<file path="src/rtl/mctx_lut_pkg.sv">
package mctx_lut_pkg;

   typedef struct packed {
      logic val;
      logic par;
   } dr_pair_t;

   function automatic logic dr_phase(input dr_pair_t p);
      return p.val ^ p.par;
   endfunction

   function automatic dr_pair_t dr_encode(input logic bit_v, input logic ph);
      dr_pair_t r;
      r.val = bit_v;
      r.par = bit_v ^ ph;
      return r;
   endfunction

endpackage

</file>
<file path="src/rtl/mctx_tt_store.sv">
module mctx_tt_store #(
   parameter int NUM_CTX = 8,
   parameter int TT_W    = 4,
   localparam int CTX_W  = $clog2(NUM_CTX),
   localparam int IDX_W  = $clog2(TT_W)
) (
   input  logic             clk,
   input  logic             rst_n,
   input  logic             wr_en,
   input  logic [CTX_W-1:0] wr_ctx,
   input  logic [TT_W-1:0]  wr_bits,
   input  logic [CTX_W-1:0] rd_ctx,
   input  logic [IDX_W-1:0] rd_idx,
   output logic             rd_bit
);

   logic [TT_W-1:0] plane_q [NUM_CTX];

   for (genvar g = 0; g < NUM_CTX; g++) begin : g_plane
      always_ff @(posedge clk or negedge rst_n) begin
         if (!rst_n)
            plane_q[g] <= '0;
         else if (wr_en && (32'(wr_ctx) == g))
            plane_q[g] <= wr_bits;
      end
   end

   always_comb begin
      rd_bit = 1'b0;
      for (int c = 0; c < NUM_CTX; c++)
         if (32'(rd_ctx) == c)
            rd_bit = plane_q[c][rd_idx];
   end

endmodule

</file>
<file path="src/rtl/mctx_dr_join.sv">
module mctx_dr_join
   import mctx_lut_pkg::*;
(
   input  dr_pair_t   opa,
   input  dr_pair_t   opb,
   input  logic       flag_a,
   input  logic       flag_b,
   input  logic       out_phase,
   output logic       fire,
   output logic       tok_phase,
   output logic [1:0] tok_idx
);

   logic ph_a, ph_b, phase_match, flag_match, is_new;

   always_comb begin
      ph_a        = dr_phase(opa);
      ph_b        = dr_phase(opb);
      phase_match = (ph_a == ph_b);
      flag_match  = (flag_a == flag_b);
      is_new      = (ph_a != out_phase);
      fire        = phase_match && flag_match && is_new;
      tok_phase   = ph_a;
      tok_idx     = {opa.val, opb.val};
   end

endmodule

</file>
<file path="src/rtl/mctx_dr_emit.sv">
module mctx_dr_emit
   import mctx_lut_pkg::*;
(
   input  logic     clk,
   input  logic     rst_n,
   input  logic     fire,
   input  logic     tok_phase,
   input  logic     tok_bit,
   output dr_pair_t out_q,
   output logic     out_vld,
   output logic     out_phase
);

   always_ff @(posedge clk or negedge rst_n) begin
      if (!rst_n) begin
         out_q   <= '0;
         out_vld <= 1'b0;
      end else begin
         out_vld <= fire;
         if (fire)
            out_q <= dr_encode(tok_bit, tok_phase);
      end
   end

   assign out_phase = dr_phase(out_q);

   // output changes only together with the strobe
   a_r7_change_needs_strobe: assert property (@(posedge clk) disable iff (!rst_n)
      !out_vld |-> $stable(out_q));

   // every strobed token flips the output phase
   a_r6_new_phase_only: assert property (@(posedge clk) disable iff (!rst_n)
      out_vld |-> (out_phase != $past(out_phase)));

endmodule

</file>
<file path="src/rtl/mctx_lut_cell.sv">
module mctx_lut_cell
   import mctx_lut_pkg::*;
#(
   parameter int NUM_CTX = 8,
   parameter int LUT_IN  = 2,
   localparam int CTX_W  = $clog2(NUM_CTX),
   localparam int TT_W   = 1 << LUT_IN
) (
   input  logic             clk,
   input  logic             rst_n,
   input  logic             cfg_we,
   input  logic [CTX_W-1:0] cfg_ctx,
   input  logic [TT_W-1:0]  cfg_tt,
   input  logic [CTX_W-1:0] ctx_sel,
   input  logic             a_val,
   input  logic             a_par,
   input  logic             a_flag,
   input  logic             b_val,
   input  logic             b_par,
   input  logic             b_flag,
   output logic             y_val,
   output logic             y_par,
   output logic             y_vld
);

   if (LUT_IN != 2) begin : g_bad_in
      $error("mctx_lut_cell: only two operands are supported");
   end
   if (NUM_CTX < 2) begin : g_bad_ctx
      $error("mctx_lut_cell: at least two contexts required");
   end

   dr_pair_t   opa, opb, out_q;
   logic       fire, tok_phase, tok_bit, out_phase;
   logic [1:0] tok_idx;

   assign opa = '{val: a_val, par: a_par};
   assign opb = '{val: b_val, par: b_par};

   mctx_dr_join u_join (
      .opa       (opa),
      .opb       (opb),
      .flag_a    (a_flag),
      .flag_b    (b_flag),
      .out_phase (out_phase),
      .fire      (fire),
      .tok_phase (tok_phase),
      .tok_idx   (tok_idx)
   );

   mctx_tt_store #(.NUM_CTX(NUM_CTX), .TT_W(TT_W)) u_store (
      .clk     (clk),
      .rst_n   (rst_n),
      .wr_en   (cfg_we),
      .wr_ctx  (cfg_ctx),
      .wr_bits (cfg_tt),
      .rd_ctx  (ctx_sel),
      .rd_idx  (tok_idx),
      .rd_bit  (tok_bit)
   );

   mctx_dr_emit u_emit (
      .clk       (clk),
      .rst_n     (rst_n),
      .fire      (fire),
      .tok_phase (tok_phase),
      .tok_bit   (tok_bit),
      .out_q     (out_q),
      .out_vld   (out_vld_w),
      .out_phase (out_phase)
   );

   logic out_vld_w;
   assign y_val = out_q.val;
   assign y_par = out_q.par;
   assign y_vld = out_vld_w;

   // operands with differing phases leave the output untouched
   a_r4_hold_on_phase_split: assert property (@(posedge clk) disable iff (!rst_n)
      ((a_val ^ a_par) != (b_val ^ b_par)) |=> ($stable({y_val, y_par}) && !y_vld));

   // disagreeing markers block the inputs
   a_r5_hold_on_flag_split: assert property (@(posedge clk) disable iff (!rst_n)
      (a_flag != b_flag) |=> ($stable({y_val, y_par}) && !y_vld));

   // a strobed output carries the phase the operands had
   a_r3_phase_follows_input: assert property (@(posedge clk) disable iff (!rst_n)
      y_vld |-> ((y_val ^ y_par) == $past(a_val ^ a_par)));

endmodule

</file>
<file path="config.mk">
export PLATFORM = sky130hd
export DESIGN_NAME = mctx_lut_cell
export DESIGN_NICKNAME = d
export VERILOG_FILES = /design/src/rtl/mctx_lut_pkg.sv /design/src/rtl/mctx_tt_store.sv /design/src/rtl/mctx_dr_join.sv /design/src/rtl/mctx_dr_emit.sv /design/src/rtl/mctx_lut_cell.sv
export SDC_FILE = /design/constraint.sdc
export NUM_CORES = 1
export LEC_CHECK = 0
export BUFFER_PORTS_ARGS = -buffer_cell sky130_fd_sc_hd__buf_2
export CAP_MARGIN = 20
export CORE_MARGIN = 3
export CORE_UTILIZATION = 40
export DETAILED_ROUTE_END_ITERATION = 8
export GPL_TIMING_DRIVEN = 0
export SLEW_MARGIN = 25
export SYNTH_ARGS = -nofsm -noshare
export SYNTH_HDL_FRONTEND = slang
export SYNTH_SLANG_ARGS = --single-unit
</file>
<file path="constraint.sdc">
create_clock -name clk -period 1.65 [get_ports clk]
set_input_delay 0.165 -clock clk [delete_from_list [all_inputs] [get_ports clk]]
set_output_delay 0.165 -clock clk [all_outputs]
set_load 0.03 [all_outputs]
</file>
==> impl_metrics.yaml, run 1 <==
floorplanning:
  fp.dieH_um: 71.2
  die_w_um: 71.2
  core_um2: 4060
  die-area_um2: 5060
  boundaryPins: 22
  std_cell_rows: 23
  initial_core_util: 0.418
route:
  route.detailed.wl_per_inst_um: 17.4
  via_count: 1037
  antenna_left: 0
  drc_violations_left: 0
  route.detailed.vias_per_inst: 5.55
  drt_first_pass_iters: 3
  drt-initial-drc-count: 32
  routed_wl_um: 3250
final_layout:
  drive_gt1_frac: 0.526
  multiInputGateArea_um2: 795
  layout.filler_cells: 359
  final_instance_count_without_filler_cells: 187
  final_net_count: 155
  diodes: 0
  fin_util: 0.481
  synthToLayoutAreaGrowth_pct: 15.0
  post-route-cell-area_um2: 1950
  seqCellArea_um2: 878
clocking:
  numCtsBuffers: 5
  cts-htree-levels: 2
  cts_tree: "built"
  maximum_buffer_depth_of_the_clock_tree: 2
  clock_tree.root_cell: "sky130_fd_sc_hd__clkbuf_8"
  clock_sinks: 35
  clock_pin_slew_on_the_worst_setup_and_hold_paths_ns: 0.07
  postCtsSetupBuffers: 0
  clk_latency_ns: 0.29
worst_setup_path:
  worstSetupPathType: "flop to flop"
  r2r_slack_ns: -0.23
  setup.worst_path.start_class: "flop"
  critical-path-top-cell-by-count: "sky130_fd_sc_hd__mux4_2"
  critical_path.slowest_cell: "sky130_fd_sc_hd__mux4_2"
  critical_path_required_ns: 1.82
  cp.arrival_ns: 2.05
  critical-path-max-stage-delay_ns: 0.50
  worst_path_dominant_cell_family: "multiplexers"
  series_of_cell_instances_along_the_critical_path: "mux4_2 > mux4_2 > nor2_2 > nor2_1 > mux2_4"
  crit_path_end_kind: "flop"
  critical_path.n_buffers_inverters: 0
  worstPathMaxFanout: 2
place:
  place_hpwl_um: 2300
  placement.cell_area_um2: 1850
  globalplace.congestion: 0.770
  placed_cells_incl_taps: 178
  placement.io_buffers: 19
yosys:
  synth.yosys.seq_area_share: 0.516
  synthMuxAreaShare: 0.356
  synthXorXnorAreaFrac: 0.0206
  main_combinational_cell_family_by_area_after_synthesis: "multiplexers"
  synth-compound-area-share: 0.0133
  mappedNetlistArea_um2: 1700
  synthArstFlopShare: 1.00
  synth.largest_area_cell: "sky130_fd_sc_hd__dfrtp_1"
  synthAdderAreaFrac: 0
  synth_edf_count: 0
  net_count_after_synthesis: 128
  syn-instance-count: 109
  ys_top_cells_by_area: "sky130_fd_sc_hd__dfrtp_1 (52%), sky130_fd_sc_hd__mux2_2 (21%), sky130_fd_sc_hd__mux4_1 (11%)"
  yosys_register_bits: 35
  synth-simple-area-share: 0.0803
  synth.lib_cells_used.distinct: 26
  ys_dominant_reg_cell: "sky130_fd_sc_hd__dfrtp_1"
  ys.warnings.count: 0
  synthesized_area_per_cell_um2: 15.6
  synth_largest_type_area_fraction: 0.516
global_route:
  antenna_found_initial: 0
  first_global_vias: 1060
  grt.total_usage: 0.145
  grt_pass1_wl_um: 5420
  globalRoute.totalOverflow: 0
  grt_max_degree: 36
pwr:
  seq_power_share: 0.498
  internal-power_w: 0.00169
  p_leak_nw: 0.835
  power_switching_share: 0.280
  switching_power_w: 0.000658
  pwr-share-clk: 0.250
  vdd_ir_drop_max_mv: 0.481
  power_density_nw_per_um2: 1200
  comb_power_share: 0.253
run:
  max_cap_viols: 0
timing:
  min_period_ns: 1.88
  max_slew_margin: 0.495
  fin_worst_skew_ns: 0.00590
  period_share: 1.14
  grt_setup_unrepaired: "yes"
  finalMaxSlewViolations: 0
  finalSetupViolCount: 2
  setup_ws_ns: -0.230
  worst-slew-pin-transition_ns: 0.757
  max_freq_mhz: 532
  finalHoldViolations: 0
status:
  failed_checks: "negative setup slack"
  status: "finished, violations left"
min_path:
  hold_class: "input port to flop"
## kinds of logic (layout without fill, tap and decap cells)
kind of cell | count (synthesis) | count (layout)
muxes | 42 | 42
DFF | 35 | 35
and+or+nand+nor | 21 | 21
xor gates and xnor gates | 4 | 4
buffers and inverters | 4 | 32
AOI/OAI and AO/OA | 3 | 3
## cell usage in the layout (no fill, tap or decap)
| master | n |
|---|---|
| sky130_fd_sc_hd__a21oi_4 | 1 |
| sky130_fd_sc_hd__nor3_1 | 2 |
| sky130_fd_sc_hd__or4b_1 | 1 |
| sky130_fd_sc_hd__nand3b_1 | 2 |
| sky130_fd_sc_hd__nand3_1 | 2 |
| sky130_fd_sc_hd__nand4_1 | 1 |
| sky130_fd_sc_hd__inv_1 | 2 |
| sky130_fd_sc_hd__clkinv_2 | 3 |
| sky130_fd_sc_hd__nor3b_1 | 2 |
| sky130_fd_sc_hd__mux2_2 | 32 |
| sky130_fd_sc_hd__nor2_2 | 1 |
| sky130_fd_sc_hd__nand2_1 | 2 |
| sky130_fd_sc_hd__nand2b_1 | 1 |
| sky130_fd_sc_hd__and4_2 | 1 |
| sky130_fd_sc_hd__a21oi_1 | 1 |
| sky130_fd_sc_hd__o221ai_1 | 1 |
| sky130_fd_sc_hd__buf_2 | 20 |
| sky130_fd_sc_hd__clkbuf_8 | 5 |
| sky130_fd_sc_hd__mux2_4 | 1 |
| sky130_fd_sc_hd__xnor2_1 | 1 |
| sky130_fd_sc_hd__buf_8 | 1 |
| sky130_fd_sc_hd__mux4_1 | 4 |
| sky130_fd_sc_hd__dfrtp_1 | 33 |
| sky130_fd_sc_hd__dfrtp_2 | 2 |
| sky130_fd_sc_hd__nor2_1 | 2 |
| sky130_fd_sc_hd__or3_1 | 1 |
| sky130_fd_sc_hd__mux4_2 | 5 |
| sky130_fd_sc_hd__dlygate4sd3_1 | 1 |
| sky130_fd_sc_hd__nand4b_1 | 3 |
| sky130_fd_sc_hd__xor2_1 | 3 |
## power by group through the flow
stage	registers [W]	clock network, W	logic [W]
finish	0.00117	0.000585	0.000593
floorplan	0.00122	0	0.000382
global placement	0.00117	0	0.000574
global route	0.00119	0.000649	0.000644
detailed placement	0.00118	0	0.000591
CTS	0.00117	0.000609	0.000595
## worst paths after layout
| check | start | to | cells after the start |
|---|---|---|---|
| setup / recovery | u_store.plane_q[3] | u_emit.out_q[1] | 5 |
| hold / removal | cfg_tt[1] | u_store.plane_q[25] | 2 |
| setup reg to reg | u_store.plane_q[3] | u_emit.out_q[1] | 5 |
| hold reg to reg | u_store.plane_q[6] | u_store.plane_q[6] | 1 |
| max in group asynchronous | rst_n | u_emit.out_q[0] | 2 |
| min in group asynchronous | rst_n | u_store.plane_q[17] | 2 |
## metal layers
| layer | track usage | share of wire | wire, um | up-vias |
|---|---|---|---|---|
| met5 | 0 | 0 | 0 | - |
| met4 | 0.0814 | 0.029 | 95 | 0 |
| met3 | 0.0398 | 0.049 | 158 | 9 |
| met2 | 0.212 | 0.45 | 1470 | 26 |
| met1 | 0.194 | 0.47 | 1520 | 527 |
| li1 | - | - | - | 475 |
## layout make-up
| type | instances | area share |
|---|---|---|
| buffer | 2 | 0.0103 |
| clock buffer | 5 | 0.0353 |
| clock inverter | 3 | 0.00769 |
| inverter | 2 | 0.00385 |
| multi-input combinational | 70 | 0.407 |
| sequential | 35 | 0.450 |
| tap | 50 | 0.0321 |
| timing repair buffer | 20 | 0.0538 |
## cells in the mapped netlist (2+ instances only)
library cell               count
sky130_fd_sc_hd__mux2_2       32
sky130_fd_sc_hd__inv_1         2
sky130_fd_sc_hd__nor3_1        2
sky130_fd_sc_hd__mux4_1        7
sky130_fd_sc_hd__nand3b_1      2
sky130_fd_sc_hd__xor2_1        3
sky130_fd_sc_hd__mux4_2        2
sky130_fd_sc_hd__nor2_1        2
sky130_fd_sc_hd__nand4b_1      3
sky130_fd_sc_hd__dfrtp_1      35
sky130_fd_sc_hd__nor3b_1       2
sky130_fd_sc_hd__nand2_1       2
sky130_fd_sc_hd__nand3_1       2
## registers in the layout, indices dropped and copies added (netlist names)
| name | count |
|---|---|
| u_store.plane_q | 32 |
| u_emit.out_q | 2 |
| u_emit.out_vld | 1 |
## per-stage QoR
stage	worst slack (ns)	power, W	hold WS (ns)	setup TNS, ns
2_1_floorplan	-0.144	0.00160	-0.131	-0.273
3_3_place_gp	-0.216	0.00174	0.275	-0.346
3_5_place_dp	-0.229	0.00178	0.280	-0.410
4_1_cts	-0.241	0.00237	0.257	-0.429
5_1_grt	-0.280	0.00248	0.273	-0.523
6_report	-0.230	0.00235	0.257	-0.384
## timing repair
action | in CTS | in global routing
setup endpoints to repair | 2 | 2
resized for setup | 0 | 1
hold buffers | 1 | 0
hold endpoints to repair | 35 | 0
Note: power is estimated with default switching activity, not from simulation.
==> inputs of run 2 (changes only) <==
--- a/config.mk
+++ b/config.mk
@@ -11,6 +11,7 @@
 export CORE_UTILIZATION = 40
 export DETAILED_ROUTE_END_ITERATION = 8
 export GPL_TIMING_DRIVEN = 0
+export RECOVER_POWER = 50
 export SLEW_MARGIN = 25
 export SYNTH_ARGS = -nofsm -noshare
 export SYNTH_HDL_FRONTEND = slang
==> impl_metrics.yaml, run 2 (same netlist as run 1, synthesis figures left out) <==
timing:
  min_period_ns: 1.88
  finalMaxSlewViolations: 0
  grt_setup_unrepaired: "yes"
  finalSetupViolCount: 2
  finalHoldViolations: 0
  fin_worst_skew_ns: 0.00590
  max_freq_mhz: 532
  worst-slew-pin-transition_ns: 0.847
  max_slew_margin: 0.436
  finalHoldWorstSlack_ns: 0.257
  period_share: 1.14
  setup_ws_ns: -0.230
route:
  via_count: 1037
  drt-initial-drc-count: 32
  routed_wl_um: 3250
  drc_violations_left: 0
  detail_route.wirelength.met1_um: 1530
  antenna_left: 0
  route.detailed.wl_per_inst_um: 17.4
  route.detailed.vias_per_inst: 5.55
  route.top_layer_used: "met4"
  met2RoutedLength_um: 1470
  met3_length_um: 161
  drt_first_pass_iters: 3
clocking:
  cts-htree-levels: 2
  numCtsBuffers: 5
  cts_tree: "built"
  clock_pin_slew_on_the_worst_setup_and_hold_paths_ns: 0.07
  clk_latency_ns: 0.29
  clock_sinks: 35
  postCtsSetupBuffers: 0
  clock_tree.root_cell: "sky130_fd_sc_hd__clkbuf_8"
  maximum_buffer_depth_of_the_clock_tree: 2
worst_setup_path:
  worstSetupPathType: "flop to flop"
  crit_path_end_kind: "flop"
  startpoint: "u_store.plane_q[3]"
  cp.arrival_ns: 2.05
  setup.worst_path.start_class: "flop"
  critical_path.slowest_cell: "sky130_fd_sc_hd__mux4_2"
  critical_path_required_ns: 1.82
  series_of_cell_instances_along_the_critical_path: "mux4_2 > mux4_2 > nor2_2 > nor2_1 > mux2_4"
  critical_path.n_buffers_inverters: 0
  critical-path-max-stage-delay_ns: 0.50
  critical-path-top-cell-by-count: "sky130_fd_sc_hd__mux4_2"
  worst_r2r_startpoint: "u_store.plane_q[3]"
  worst_path_dominant_cell_family: "multiplexers"
  worstPathMaxFanout: 2
final_layout:
  registers.top_by_ff_count: "u_store.plane_q"
  final_instance_count_without_filler_cells: 187
  final_common_cell: "sky130_fd_sc_hd__dfrtp_1"
  synthToLayoutAreaGrowth_pct: 14.7
  drive_gt1_frac: 0.496
  final_net_count: 155
  layout_common_cells: "sky130_fd_sc_hd__dfrtp_1 (33), sky130_fd_sc_hd__mux2_2 (32), sky130_fd_sc_hd__buf_2 (15)"
  multiInputGateArea_um2: 795
  layout.filler_cells: 363
  diodes: 0
  largest_registers: "u_store.plane_q (32), u_emit.out_q (2), u_emit.out_vld (1)"
  seqCellArea_um2: 878
  largest_register_ff_count: 32
min_path:
  holdCritStartpoint: "cfg_tt[1]"
  hold_class: "input port to flop"
place:
  globalplace.congestion: 0.770
  placement.setup.worst_slack_ns: -0.229
  placed_cells_incl_taps: 178
  place_hpwl_um: 2300
  placement.io_buffers: 19
global_route:
  grt.total_usage: 0.145
  globalRoute.totalOverflow: 0
  first_global_vias: 1060
  grt_max_degree: 36
  antenna_found_initial: 0
  grt_pass1_wl_um: 5420
pwr:
  vdd_ir_drop_max_mv: 0.481
  power_density_nw_per_um2: 1200
  p_leak_nw: 0.823
floorplanning:
  die-area_um2: 5060
  std_cell_rows: 23
  boundaryPins: 22
  fp.dieH_um: 71.2
  core_um2: 4060
  die_w_um: 71.2
  initial_core_util: 0.418
status:
  failed_checks: "negative setup slack"
  status: "finished, violations left"
run:
  max_cap_viols: 0
run 2: worst register-to-register path, stage by stage (launching register included):
cell                      delay, ns
sky130_fd_sc_hd__dfrtp_1       0.38
sky130_fd_sc_hd__mux4_2        0.48
sky130_fd_sc_hd__mux4_2        0.50
sky130_fd_sc_hd__nor2_2        0.10
sky130_fd_sc_hd__nor2_1        0.06
sky130_fd_sc_hd__mux2_4        0.25
run 2: area by class of cell:
cell class / instances / share of cell area
Timing Repair Buffer: 20 / 0.0514
Multi-Input combinational cell: 70 / 0.408
Sequential cell: 35 / 0.451
Clock inverter: 3 / 0.00771
Clock buffer: 5 / 0.0353
Tap cell: 50 / 0.0321
Buffer: 2 / 0.0103
Inverter: 2 / 0.00386
run 2: final timing paths:
| kind | end | slack (ns) | cells after the start |
|---|---|---|---|
| setup reg to reg | u_emit.out_q[1] | -0.23 | 5 |
| hold reg to reg | u_store.plane_q[6] | 0.50 | 1 |
| hold / removal | u_store.plane_q[25] | 0.26 | 2 |
| max in group asynchronous | u_emit.out_q[0] | 0.55 | 2 |
| setup / recovery | u_emit.out_q[1] | -0.23 | 5 |
| min in group asynchronous | u_store.plane_q[17] | 0.52 | 2 |
run 2: power breakdown:
part           internal (W)  leakage (nW)  switching (W)
sequential          0.00107         0.420       0.000102
combinational      0.000324         0.355       0.000260
clock              0.000288        0.0477       0.000297
run 2: through the flow:
step | utilization | TNS, ns | power, W | area (um2)
after floorplan | - | -0.273 | 0.00160 | 1690
after global placement | 0.456 | -0.346 | 0.00174 | 1850
after detailed placement | 0.456 | -0.410 | 0.00178 | 1850
after CTS | 0.479 | -0.429 | 0.00237 | 1940
after global routing | 0.480 | -0.523 | 0.00247 | 1950
final | 0.480 | -0.384 | 0.00234 | 1950
run 2: routing by layer:
metal / up-vias / global-route usage
met2: 26 / 0.212
li1: 475 / -
met4: 0 / 0.0814
met1: 527 / 0.194
met5: - / 0
met3: 9 / 0.0398
run 2: what timing repair did:
item	in CTS	in global routing
pin swaps	0	0
endpoints found under the hold margin	35	0
setup endpoints to repair	2	2
gates resized for setup	0	1
hold buffers	1	0
==> inputs of run 3 (changes only) <==
--- a/config.mk
+++ b/config.mk
@@ -12,6 +12,7 @@
 export DETAILED_ROUTE_END_ITERATION = 8
 export GPL_TIMING_DRIVEN = 0
 export RECOVER_POWER = 50
+export REMOVE_ABC_BUFFERS = 1
 export SLEW_MARGIN = 25
 export SYNTH_ARGS = -nofsm -noshare
 export SYNTH_HDL_FRONTEND = slang
==> impl_metrics.yaml, run 3 (same netlist as run 1, synthesis figures left out) <==
final_layout:
  layout.filler_cells: 361
  seqCellArea_um2: 876
  registers.top_by_ff_count: "u_store.plane_q"
  drive_gt1_frac: 0.493
  final_common_cell: "sky130_fd_sc_hd__dfrtp_1"
  largest_registers: "u_store.plane_q (32), u_emit.out_q (2), u_emit.out_vld (1)"
  multiInputGateArea_um2: 795
  diodes: 0
  synthToLayoutAreaGrowth_pct: 16.4
  largest_register_ff_count: 32
  final_net_count: 156
  fin_util: 0.487
  layout_common_cells: "sky130_fd_sc_hd__dfrtp_1 (35), sky130_fd_sc_hd__mux2_2 (32), sky130_fd_sc_hd__buf_2 (16)"
route:
  drc_violations_left: 0
  via_count: 1054
  routed_wl_um: 3530
  drt-initial-drc-count: 23
  antenna_left: 0
  route.detailed.wl_per_inst_um: 18.8
  drt_first_pass_iters: 4
  route.detailed.vias_per_inst: 5.61
clocking:
  maximum_buffer_depth_of_the_clock_tree: 2
  clk_latency_ns: 0.28
  numCtsBuffers: 5
  clock_tree.root_cell: "sky130_fd_sc_hd__clkbuf_8"
  cts_tree: "built"
  clock_pin_slew_on_the_worst_setup_and_hold_paths_ns: 0.07
  clock_sinks: 35
  cts-htree-levels: 2
status:
  failed_checks: "negative setup slack"
  status: "finished, violations left"
place:
  globalplace.congestion: 0.789
  placement.io_buffers: 21
  placement.setup.worst_slack_ns: -0.488
  place_hpwl_um: 2470
timing:
  finalHoldWorstSlack_ns: 0.258
  grt_setup_unrepaired: "yes"
  max_freq_mhz: 525
  setup_ws_ns: -0.255
  max_slew_margin: 0.429
  finalHoldViolations: 0
  min_period_ns: 1.91
  finalMaxSlewViolations: 0
  setup_tns_ns: -0.462
  worst-slew-pin-transition_ns: 0.857
  finalSetupViolCount: 2
  fin_worst_skew_ns: 0.00508
  period_share: 1.15
worst_setup_path:
  critical-path-top-cell-by-count: "sky130_fd_sc_hd__mux4_2"
  cp.arrival_ns: 2.08
  critical_path.n_buffers_inverters: 0
  worstSetupPathType: "flop to flop"
  setup.worst_path.start_class: "flop"
  critical_path.slowest_cell: "sky130_fd_sc_hd__mux4_2"
  crit_path_end_kind: "flop"
  critical-path-max-stage-delay_ns: 0.50
  critical_path_required_ns: 1.82
  worst_path_dominant_cell_family: "multiplexers"
  series_of_cell_instances_along_the_critical_path: "mux4_2 > mux4_2 > nor2_4 > nor2_2 > mux2_4"
  worstPathMaxFanout: 2
floorplanning:
  fp.dieH_um: 71.2
  std_cell_rows: 23
  die_w_um: 71.2
  core_um2: 4060
  boundaryPins: 22
  initial_core_util: 0.418
  die-area_um2: 5060
global_route:
  grt_max_degree: 36
  globalRoute.totalOverflow: 0
  grt_pass1_wl_um: 5520
  grt.total_usage: 0.148
  antenna_found_initial: 0
  first_global_vias: 1114
pwr:
  vdd_ir_drop_max_mv: 0.459
  totalPowerFinal_w: 0.00256
  power_density_nw_per_um2: 1290
  p_leak_nw: 0.840
run:
  max_cap_viols: 0
min_path:
  hold_class: "input port to flop"
run 3: changes by cell type in the layout (fill, tap and decap cells not counted), sizes merged:
cell,previous run,this run
buf,16,17
clkinv,3,1
bufinv,0,1
clkbuf,10,11
run 3: worst paths after layout:
path                                startpoint                  end  cells past startpoint  slack, ns
max                        u_store.plane_q[23]      u_emit.out_q[1]                      5      -0.26
min                                  cfg_tt[1]  u_store.plane_q[21]                      2       0.26
max reg2reg                u_store.plane_q[23]      u_emit.out_q[1]                      5      -0.26
min reg2reg                u_store.plane_q[13]  u_store.plane_q[13]                      1       0.50
max in group asynchronous                rst_n       u_emit.out_vld                      2       0.59
min in group asynchronous                rst_n  u_store.plane_q[11]                      2       0.53
run 3: metal layers:
layer / track usage / share of wire / vias up
li1: - / - / 475
met1: 0.177 / 0.43 / 553
met2: 0.253 / 0.51 / 21
met3: 0.0369 / 0.042 / 5
met4: 0.0626 / 0.014 / 0
met5: 0 / 0 / -
run 3: layout make-up:
class,instances,share of cell area
sequential,35,0.443
clock inverter,2,0.0177
multi-input combinational,70,0.402
clock buffer,6,0.0418
inverter,2,0.00380
tap,50,0.0317
timing repair buffer,23,0.0595
run 3: timing repair:
action / CTS / global route
endpoints found under the setup margin: 2 / 2
buffers inserted: 0 / 1
hold endpoints to repair: 35 / 0
hold buffers: 1 / 0
resized for setup: 3 / 2
run 3: metrics by stage:
step	area, um2	cells
after global routing	1980	188
final	1980	188
after global placement	1850	178
after detailed placement	1850	178
after floorplan	1680	107
after CTS	1970	187
run 3: worst register-to-register path: cells and delay by family (launching register included):
kind | cells | cell delay [ns]
flops | 1 | 0.38
mux | 3 | 1.25
simple gates | 2 | 0.17
run 3: where the power goes:
part / switching [W] / internal [W] / total, W
Combinational: 0.000270 / 0.000327 / 0.000596
Sequential: 0.000111 / 0.00106 / 0.00117
Clock: 0.000300 / 0.000489 / 0.000788
Total: 0.000681 / 0.00188 / 0.00256
